<file path="src/rtl/mbist_pkg.sv">
package mbist_pkg;

    typedef enum logic [2:0] {
        ST_IDLE,
        ST_FILL,
        ST_RD_ISSUE,
        ST_CMP_WR,
        ST_RB_ISSUE,
        ST_RB_CMP,
        ST_DONE
    } mbist_state_t;

    localparam logic [1:0] OP_FIRST_RD = 2'd0;
    localparam logic [1:0] OP_WRITE    = 2'd1;
    localparam logic [1:0] OP_READBACK = 2'd2;

    localparam logic [2:0] ELEM_FILL = 3'd0;
    localparam logic [2:0] ELEM_LAST = 3'd4;

endpackage

</file>
<file path="src/rtl/mbist_addr_gen.sv">
module mbist_addr_gen #(
    parameter int DEPTH = 16,
    parameter int AW    = (DEPTH > 1) ? $clog2(DEPTH) : 1
) (
    input  logic          clk,
    input  logic          rst_n,
    input  logic          load_lo,
    input  logic          load_hi,
    input  logic          step,
    input  logic          down,
    output logic [AW-1:0] addr,
    output logic          at_end
);

    localparam logic [AW-1:0] TOP_ADDR = AW'(DEPTH - 1);

    always_ff @(posedge clk or negedge rst_n) begin
        if (!rst_n) begin
            addr <= '0;
        end else if (load_lo) begin
            addr <= '0;
        end else if (load_hi) begin
            addr <= TOP_ADDR;
        end else if (step) begin
            addr <= down ? addr - 1'b1 : addr + 1'b1;
        end
    end

    assign at_end = down ? (addr == '0) : (addr == TOP_ADDR);

    AST_STEP_UP: assert property (@(posedge clk) disable iff (!rst_n)
        (step && !load_lo && !load_hi && !down) |=> (addr == $past(addr) + 1'b1));

    AST_STEP_DOWN: assert property (@(posedge clk) disable iff (!rst_n)
        (step && !load_lo && !load_hi && down) |=> (addr == $past(addr) - 1'b1));

endmodule

</file>
<file path="src/rtl/mbist_fail_cap.sv">
module mbist_fail_cap #(
    parameter int AW = 4,
    parameter int DW = 8
) (
    input  logic          clk,
    input  logic          rst_n,
    input  logic          clear,
    input  logic          check,
    input  logic [DW-1:0] rdata,
    input  logic [DW-1:0] expect_word,
    input  logic [AW-1:0] cur_addr,
    input  logic [2:0]    cur_elem,
    input  logic [1:0]    cur_op,
    output logic          fail,
    output logic [AW-1:0] fail_addr,
    output logic [2:0]    fail_elem,
    output logic [1:0]    fail_op
);

    logic mismatch;

    assign mismatch = check && (rdata != expect_word);

    always_ff @(posedge clk or negedge rst_n) begin
        if (!rst_n) begin
            fail      <= 1'b0;
            fail_addr <= '0;
            fail_elem <= '0;
            fail_op   <= '0;
        end else if (clear) begin
            fail      <= 1'b0;
            fail_addr <= '0;
            fail_elem <= '0;
            fail_op   <= '0;
        end else if (mismatch && !fail) begin
            fail      <= 1'b1;
            fail_addr <= cur_addr;
            fail_elem <= cur_elem;
            fail_op   <= cur_op;
        end
    end

    AST_FAIL_STICKY: assert property (@(posedge clk) disable iff (!rst_n)
        (fail && !clear) |=> fail);

    AST_FIRST_KEPT: assert property (@(posedge clk) disable iff (!rst_n)
        (fail && !clear) |=> ($stable(fail_addr) && $stable(fail_elem) && $stable(fail_op)));

endmodule

</file>
<file path="src/rtl/mbist_march_fsm.sv">
module mbist_march_fsm
    import mbist_pkg::*;
#(
    parameter int DW = 8
) (
    input  logic          clk,
    input  logic          rst_n,
    input  logic          start,
    input  logic          at_end,
    output logic          load_lo,
    output logic          load_hi,
    output logic          step,
    output logic          down,
    output logic          mem_we,
    output logic [DW-1:0] mem_wdata,
    output logic          check,
    output logic [DW-1:0] expect_word,
    output logic [1:0]    op,
    output logic [2:0]    elem,
    output logic          clear,
    output logic          done
);

    localparam logic [DW-1:0] ZEROS = '0;
    localparam logic [DW-1:0] ONES  = '1;

    mbist_state_t state, state_n;
    logic [2:0]   elem_n;
    logic [DW-1:0] first_word;

    // Elements 1 and 3 start from zeros, 2 and 4 from ones.
    assign first_word = elem[0] ? ZEROS : ONES;

    always_ff @(posedge clk or negedge rst_n) begin
        if (!rst_n) begin
            state <= ST_IDLE;
            elem  <= ELEM_FILL;
        end else begin
            state <= state_n;
            elem  <= elem_n;
        end
    end

    always_comb begin
        state_n = state;
        elem_n  = elem;
        unique case (state)
            ST_IDLE: begin
                if (start) begin
                    state_n = ST_FILL;
                    elem_n  = ELEM_FILL;
                end
            end
            ST_FILL: begin
                if (at_end) begin
                    state_n = ST_RD_ISSUE;
                    elem_n  = 3'd1;
                end
            end
            ST_RD_ISSUE: state_n = ST_CMP_WR;
            ST_CMP_WR:   state_n = ST_RB_ISSUE;
            ST_RB_ISSUE: state_n = ST_RB_CMP;
            ST_RB_CMP: begin
                if (at_end && elem == ELEM_LAST) begin
                    state_n = ST_DONE;
                end else begin
                    state_n = ST_RD_ISSUE;
                    if (at_end) elem_n = elem + 3'd1;
                end
            end
            ST_DONE: state_n = ST_IDLE;
            default: state_n = ST_IDLE;
        endcase
    end

    always_comb begin
        load_lo     = 1'b0;
        load_hi     = 1'b0;
        step        = 1'b0;
        mem_we      = 1'b0;
        mem_wdata   = ZEROS;
        check       = 1'b0;
        expect_word = ZEROS;
        op          = OP_FIRST_RD;
        clear       = 1'b0;
        done        = 1'b0;
        down        = (elem >= 3'd3);
        unique case (state)
            ST_IDLE: begin
                if (start) begin
                    load_lo = 1'b1;
                    clear   = 1'b1;
                end
            end
            ST_FILL: begin
                mem_we    = 1'b1;
                mem_wdata = ZEROS;
                if (at_end) load_lo = 1'b1;
                else        step    = 1'b1;
            end
            ST_RD_ISSUE: begin
                op = OP_FIRST_RD;
            end
            ST_CMP_WR: begin
                check       = 1'b1;
                expect_word = first_word;
                op          = OP_FIRST_RD;
                mem_we      = 1'b1;
                mem_wdata   = ~first_word;
            end
            ST_RB_ISSUE: begin
                op = OP_READBACK;
            end
            ST_RB_CMP: begin
                check       = 1'b1;
                expect_word = ~first_word;
                op          = OP_READBACK;
                if (!at_end) begin
                    step = 1'b1;
                end else if (elem == 3'd1) begin
                    load_lo = 1'b1;
                end else if (elem != ELEM_LAST) begin
                    load_hi = 1'b1;
                end
            end
            ST_DONE: begin
                done = 1'b1;
            end
            default: ;
        endcase
    end

    AST_DONE_PULSE: assert property (@(posedge clk) disable iff (!rst_n)
        done |=> !done);

    AST_ELEM_FORWARD: assert property (@(posedge clk) disable iff (!rst_n)
        (state != ST_IDLE) |=> (elem >= $past(elem)));

    AST_WRITE_WORDS: assert property (@(posedge clk) disable iff (!rst_n)
        mem_we |-> (mem_wdata == ZEROS || mem_wdata == ONES));

endmodule

</file>
<file path="src/rtl/mbist_march_ctrl.sv">
module mbist_march_ctrl #(
    parameter int DEPTH = 16,
    parameter int DW    = 8,
    parameter int AW    = (DEPTH > 1) ? $clog2(DEPTH) : 1
) (
    input  logic          clk,
    input  logic          rst_n,
    input  logic          start,
    output logic          done,
    output logic          fail,
    output logic [AW-1:0] fail_addr,
    output logic [2:0]    fail_element,
    output logic [1:0]    fail_op,
    output logic [AW-1:0] mem_addr,
    output logic          mem_we,
    output logic [DW-1:0] mem_wdata,
    input  logic [DW-1:0] mem_rdata
);

    logic          load_lo, load_hi, step, down, at_end;
    logic          check, clear;
    logic [DW-1:0] expect_word;
    logic [1:0]    op;
    logic [2:0]    elem;

    mbist_march_fsm #(.DW(DW)) u_fsm (
        .clk         (clk),
        .rst_n       (rst_n),
        .start       (start),
        .at_end      (at_end),
        .load_lo     (load_lo),
        .load_hi     (load_hi),
        .step        (step),
        .down        (down),
        .mem_we      (mem_we),
        .mem_wdata   (mem_wdata),
        .check       (check),
        .expect_word (expect_word),
        .op          (op),
        .elem        (elem),
        .clear       (clear),
        .done        (done)
    );

    mbist_addr_gen #(.DEPTH(DEPTH), .AW(AW)) u_addr (
        .clk     (clk),
        .rst_n   (rst_n),
        .load_lo (load_lo),
        .load_hi (load_hi),
        .step    (step),
        .down    (down),
        .addr    (mem_addr),
        .at_end  (at_end)
    );

    mbist_fail_cap #(.AW(AW), .DW(DW)) u_cap (
        .clk         (clk),
        .rst_n       (rst_n),
        .clear       (clear),
        .check       (check),
        .rdata       (mem_rdata),
        .expect_word (expect_word),
        .cur_addr    (mem_addr),
        .cur_elem    (elem),
        .cur_op      (op),
        .fail        (fail),
        .fail_addr   (fail_addr),
        .fail_elem   (fail_element),
        .fail_op     (fail_op)
    );

endmodule

</file>
<file path="config.mk">
export PLATFORM = sky130hd
export DESIGN_NAME = mbist_march_ctrl
export DESIGN_NICKNAME = d
export VERILOG_FILES = /design/src/rtl/mbist_pkg.sv /design/src/rtl/mbist_addr_gen.sv /design/src/rtl/mbist_fail_cap.sv /design/src/rtl/mbist_march_fsm.sv /design/src/rtl/mbist_march_ctrl.sv
export SDC_FILE = /design/constraint.sdc
export NUM_CORES = 1
export LEC_CHECK = 0
export CAP_MARGIN = 20
export CELL_PAD_IN_SITES_DETAIL_PLACEMENT = 0
export CELL_PAD_IN_SITES_GLOBAL_PLACEMENT = 2
export CORE_AREA = 4 4 64 66
export DETAILED_ROUTE_END_ITERATION = 10
export DIE_AREA = 0 0 68 70
export DONT_BUFFER_PORTS = 1
export PLACE_DENSITY_LB_ADDON = 0.05
export SLEW_MARGIN = 20
export SYNTH_ARGS = -nofsm -noshare
export SYNTH_HDL_FRONTEND = slang
export SYNTH_SLANG_ARGS = --single-unit
</file>
<file path="constraint.sdc">
create_clock -name clk -period 3.2 [get_ports clk]
set_input_delay 0.48 -clock clk [delete_from_list [all_inputs] [get_ports clk]]
set_output_delay 0.48 -clock clk [all_outputs]
set_load 0.02 [all_outputs]
</file>
---- Word-level counts from Yosys, hierarchy flattened ----
Index checks and enable logic that the tools add are counted.
Widths: inputs -> output; s select.
storage, ports and cells
  register bits after elaboration ......... 20
  output and inout port bits .............. 24
  input port bits ......................... 11
cells by class
  order comparisons ....................... 1
  eq/ne operators ......................... 15
  muxes and demuxes ....................... 41
  add/sub/neg operators ................... 3
  bitwise gates (word level) .............. 1
  reduce and logical (&&, ||, !) cells .... 15
operator list
  operator             number
  $mux 3               9
  $mux 4               6
  $pmux 3 s6           1
  $mux 1               17
  $mux 8               2
  $pmux 8 s2           1
  $eq 3x3->1 const B   4
  $pmux 3 s3           1
  $ne 8x8->1           1
  $not 8->8            1
  $reduce_or 2->1      4
  $eq 3x1->1 const B   2
  $eq 3x2->1 const B   2
  $mux 2               3
  $reduce_bool 3->1    2
  $reduce_and 5->1     1
  $add 4x1->4 const B  1
  $eq 4x4->1 const B   1
  $logic_not 4->1      1
  $ne 2x1->1 const B   2
  $ne 2x2->1 const B   2
  $sub 4x1->4 const B  1
  $add 3x1->3 const B  1
  $ge 3x2->1 const B   1
  7 further kinds      9

---- Logic depth before layout (Yosys ltp) ----
  depth in word-level cells ............... 8
  mapped depth ............................ 10
  depth with buffers taken out ............ 10

---- Cells and area by module ----
From an unflattened synthesis, not the netlist that was laid out.
unflattened totals
  cells, all modules ...................... 162
  area, all modules ....................... 1507.7 um^2
by module, submodules not included
  module           area each (um^2)  instances  cells an instance
  mbist_fail_cap   595.6             1          54
  mbist_march_fsm  589.3             1          72
  mbist_addr_gen   322.8             1          36

---- Worst setup path after synthesis ----
OpenSTA, ideal clock, no wires.
  path type ............................... register to register
  start point ............................. register u_fsm.elem[0]
  end point ............................... register u_addr.addr[3]
  path slack .............................. 0.602 ns
  path buffers ............................ 0
  data required time ...................... 3.101 ns
  stages on the path, launching flop included .. 11
  arrival ................................. 2.499 ns
  cell sequence ........................... dfrtp_1 ha_1 ha_1 a211oi_4 inv_1 ha_1 a21o_1 a21oi_1 mux2i_1 a21oi_1 a311oi_1
on the way
  cells in the longest elaborated chain, start to end .. 7
  elaborated cells between the ends (all ways) .. 19
  those cells by class .................... order compare (1); eq/ne (2); mux (15); reduce/logical (1)
RTL lines
  item                                                                RTL line               text
  from (decl)                                                         mbist_march_fsm.sv:19  output logic [2:0] elem,
  from (signal assigned)                                              mbist_march_fsm.sv:40  elem <= elem_n;
  parallel branches: the longest is 7 deep, another holds $ge 3x2->1  --
  to (signal assigned)                                                mbist_addr_gen.sv:25   addr <= down ? addr - 1'b1 : addr + 1'b1;
  to (decl)                                                           mbist_addr_gen.sv:11   output logic [AW-1:0] addr,
Several ways; the timed one is not identified. The select of a mux whose other input is x is not followed.
A chain may end at the register's enable or synchronous reset.

---- Final worst setup path ----
Same ends and word-level chain as after synthesis.

==> metrics <==
cells after synthesis=133; Avg Inst Size Synth=a little under 10 um2; final hold viol count=0; Slew headroom=roughly two fifths; Skew-Pair Late Insertion Delay=around 300 ps; Syn Nets=about 150; Post-CTS Setup Bufs=0; multiplexer share of the synthesized area=slightly below 10%; hold_buf cts=1; share of cells above drive strength 1=10.9%; FP Rows=22; adder-cell share of the synthesized area=under 10%; top layer reached by signal wires=met4; clk root buf=clkbuf_4; Max Cap Viol=0; simple-gate share of the synthesized area=between 10% and 20%; Die X=~68 um; reg2reg end=u_addr.addr[3]$_DFFE_PN0P_; largest family of logic cells by synthesized area=simple AND/OR/NAND/NOR gates; Worst VDD drop=~0.16 mV; CTS tree=done; total gr overflow=0; drt pass-1 iters=4; vias=between 900 and 1000; number of global-route vias before repair=approximately 960; layout net count=147; die height=about 70 um; Layout Area Growth over Synthesis=1.17%; Routed WL=around 2700 um; DPL Wire Length=2060 um; synthesized area=between 0.001 and 0.0015 mm2; Final ANT Viol Nets=0; met2 WL=1160 um; R2R depth=10; Routed wire per std cell=about 15 um; Worst setup EP type=flop; sequential share of the synthesized area=between 30% and 40%; post-route setup slack=between 500 and 600 ps; Clk pin slew, worst setup/hold paths=130 ps; # fillers=385; Yosys top cell by area=dfrtp_1; Hold Path End=u_fsm.state[0]$_DFFE_PN0P_; drt via density=approximately 5.2; dominant synthesized flop cell=dfrtp_1; Antenna Cells=0; Synth Register Bits=19; Starting Density=a little over a third; WHS Path Cells=2; Synth cell types=44; HP Class=primary input to flop; cell family with most CP delay=compound AO/OA/AOI/OAI gates; share of the clock period used by the worst path=approximately 83%; CP most frequent cell=ha_1; largest net degree at the start of global routing=20; Placer Congestion=between 0.7 and 0.8; status=finished, final reports clean; crit path kind=flop to flop; worst-path fanout max=9; power density over cell area=between 300 and 400 mW/mm2; CTS max path bufs=2; R2R setup slack=about 530 ps; RSZ-0062 raised after global routing=false; Clock Skews=~12 ps; Post-synth EDFFs=0; CTS H-tree depth=1; global-route wire length before repair=between 4000 and 5000 um; CP required=about 3400 ps; Crit-path slowest cell=dfrtp_1; Sink Count=19; Core ar.=between 0.003 and 0.004 mm2; Compound-Gate Fraction of Synth Area=15.8%; residual DRC count=0; die area=around 0.0048 mm2; post-CTS sizing=0; All-Layer GR Usage=about an eighth; area share of xor/xnor cells in the synthesized design=under 10%; initial antenna violation count=0; Num CTS Buffers=3; IO Count=35; fin crit period=about 2700 ps; setup TNS=0 ps; Initial DRC Count=28; nature of the critical path startpoint=flop; max-slew violations=0; PortBufs=0; M1 wire length=roughly 1300 um; share of async-settable or async-resettable flops after synthesis=100%; Least-Margin Pin Slew=914 ps; post-synth top area share=36.9%; Final Setup Violations=0; critical-path cell list=ha_1 -> ha_1 -> a211oi_4 -> inv_1 -> ha_1 -> a21o_1 -> a21oi_1 -> mux2i_1 -> a21oi_1 -> a311oi_1; Max Clk Rate=between 0.3 and 0.4 GHz; Worst Path Arrival=around 2900 ps; pre-CTS WS=about 560 ps; hold path startpoint=start; slowest stage delay, CP=approximately 520 ps; Buf+Inv Stages, Crit Path=1; Pleak=0.573 nW; Synth area leaders=dfrtp_1, mux2i_1, ha_1, buf_4, nand2_1; WL met3=between 150 and 200 um; Yosys Warn Count=0; FF-to-FF Start=u_fsm.elem[0]$_DFFE_PN0P_
power breakdown:
group	total, W	internal (W)	leakage (nW)	switching [W]
combinational	0.0000125	0.00000407	0.349	0.00000843
clock	0.000126	0.0000465	0.0177	0.0000800
sequential	0.000254	0.000245	0.206	0.00000898
how the worst max path moves through the flow:
stage,startpoint,end,cells past startpoint
detailed placement,u_fsm.elem[0]$_DFFE_PN0P_,u_addr.addr[3]$_DFFE_PN0P_,10
global route,u_fsm.elem[0]$_DFFE_PN0P_,u_addr.addr[3]$_DFFE_PN0P_,10
global placement,u_fsm.elem[0]$_DFFE_PN0P_,u_addr.addr[3]$_DFFE_PN0P_,10
CTS,u_fsm.elem[0]$_DFFE_PN0P_,u_addr.addr[3]$_DFFE_PN0P_,10
finish,u_fsm.elem[0]$_DFFE_PN0P_,u_addr.addr[3]$_DFFE_PN0P_,10
floorplan,u_fsm.elem[0]$_DFFE_PN0P_,u_addr.addr[3]$_DFFE_PN0P_,10
state kept, by name, summed over array words and instances, names as in the netlist:
register         flops
u_addr.addr          4
u_cap.fail_addr      4
u_cap.fail_elem      3
u_fsm.elem           3
u_fsm.state          3
u_cap.fail           1
u_cap.fail_op        1
final cells by class:
cell class	instances	area, um2	share of cell area [%]
inverter	10	37.5	2.88
sequential	19	475	36.5
multi-input combinational	92	677	52.0
timing repair buffer	3	25.0	1.92
clock inverter	1	5.00	0.384
clock buffer	3	22.5	1.73
tap	48	60.1	4.61
cells in the mapped netlist, types with 3 or more instances:
| cell type | number |
|---|---|
| a21oi_1 | 8 |
| buf_4 | 9 |
| dfrtp_1 | 19 |
| ha_1 | 6 |
| inv_1 | 10 |
| mux2i_1 | 10 |
| nand2_1 | 13 |
| nor2_1 | 9 |
| nor4_1 | 3 |
| o21ai_0 | 6 |
logic make-up after synthesis:
group / after synthesis
DFF: 19
xor gates and xnor gates: 2
muxes: 12
AOI/OAI and AO/OA: 29
adders and majority gates: 7
and+or+nand+nor: 41
other: 1
buffers and inverters: 22
cell usage in the layout (no fill, tap or decap), types with 2 or more instances in the layout:
cell type	netlist	routed
dfrtp_1	19	19
nor4_1	3	2
mux2i_1	10	10
nor3_1	2	2
nand4_1	2	2
a211oi_1	2	2
a21oi_1	8	8
buf_4	9	2
inv_1	10	10
o21ai_0	6	6
nor2_1	9	9
nand2_1	13	13
clkbuf_4	0	3
a311oi_1	2	2
ha_1	6	6
a21o_1	2	2
per-stage QoR:
stage / hold slack (ps) / util (%) / std cells / area (um2) / power, W
2_1_floorplan: 184 / - / 133 / 1290 / 0.000265
3_3_place_gp: 185 / 35.3 / 171 / 1260 / 0.000265
3_5_place_dp: 185 / 35.3 / 171 / 1260 / 0.000265
4_1_cts: 323 / 36.4 / 176 / 1300 / 0.000401
5_1_grt: 341 / 36.4 / 176 / 1300 / 0.000412
6_report: 329 / 36.4 / 176 / 1300 / 0.000393
routing by layer:
layer	vias to the layer above	track usage (%)
li1	451	-
met1	442	18.1
met2	21	17.7
met3	2	4.18
met4	0	1.99
met5	-	0
(Power assumes the default switching activity.)
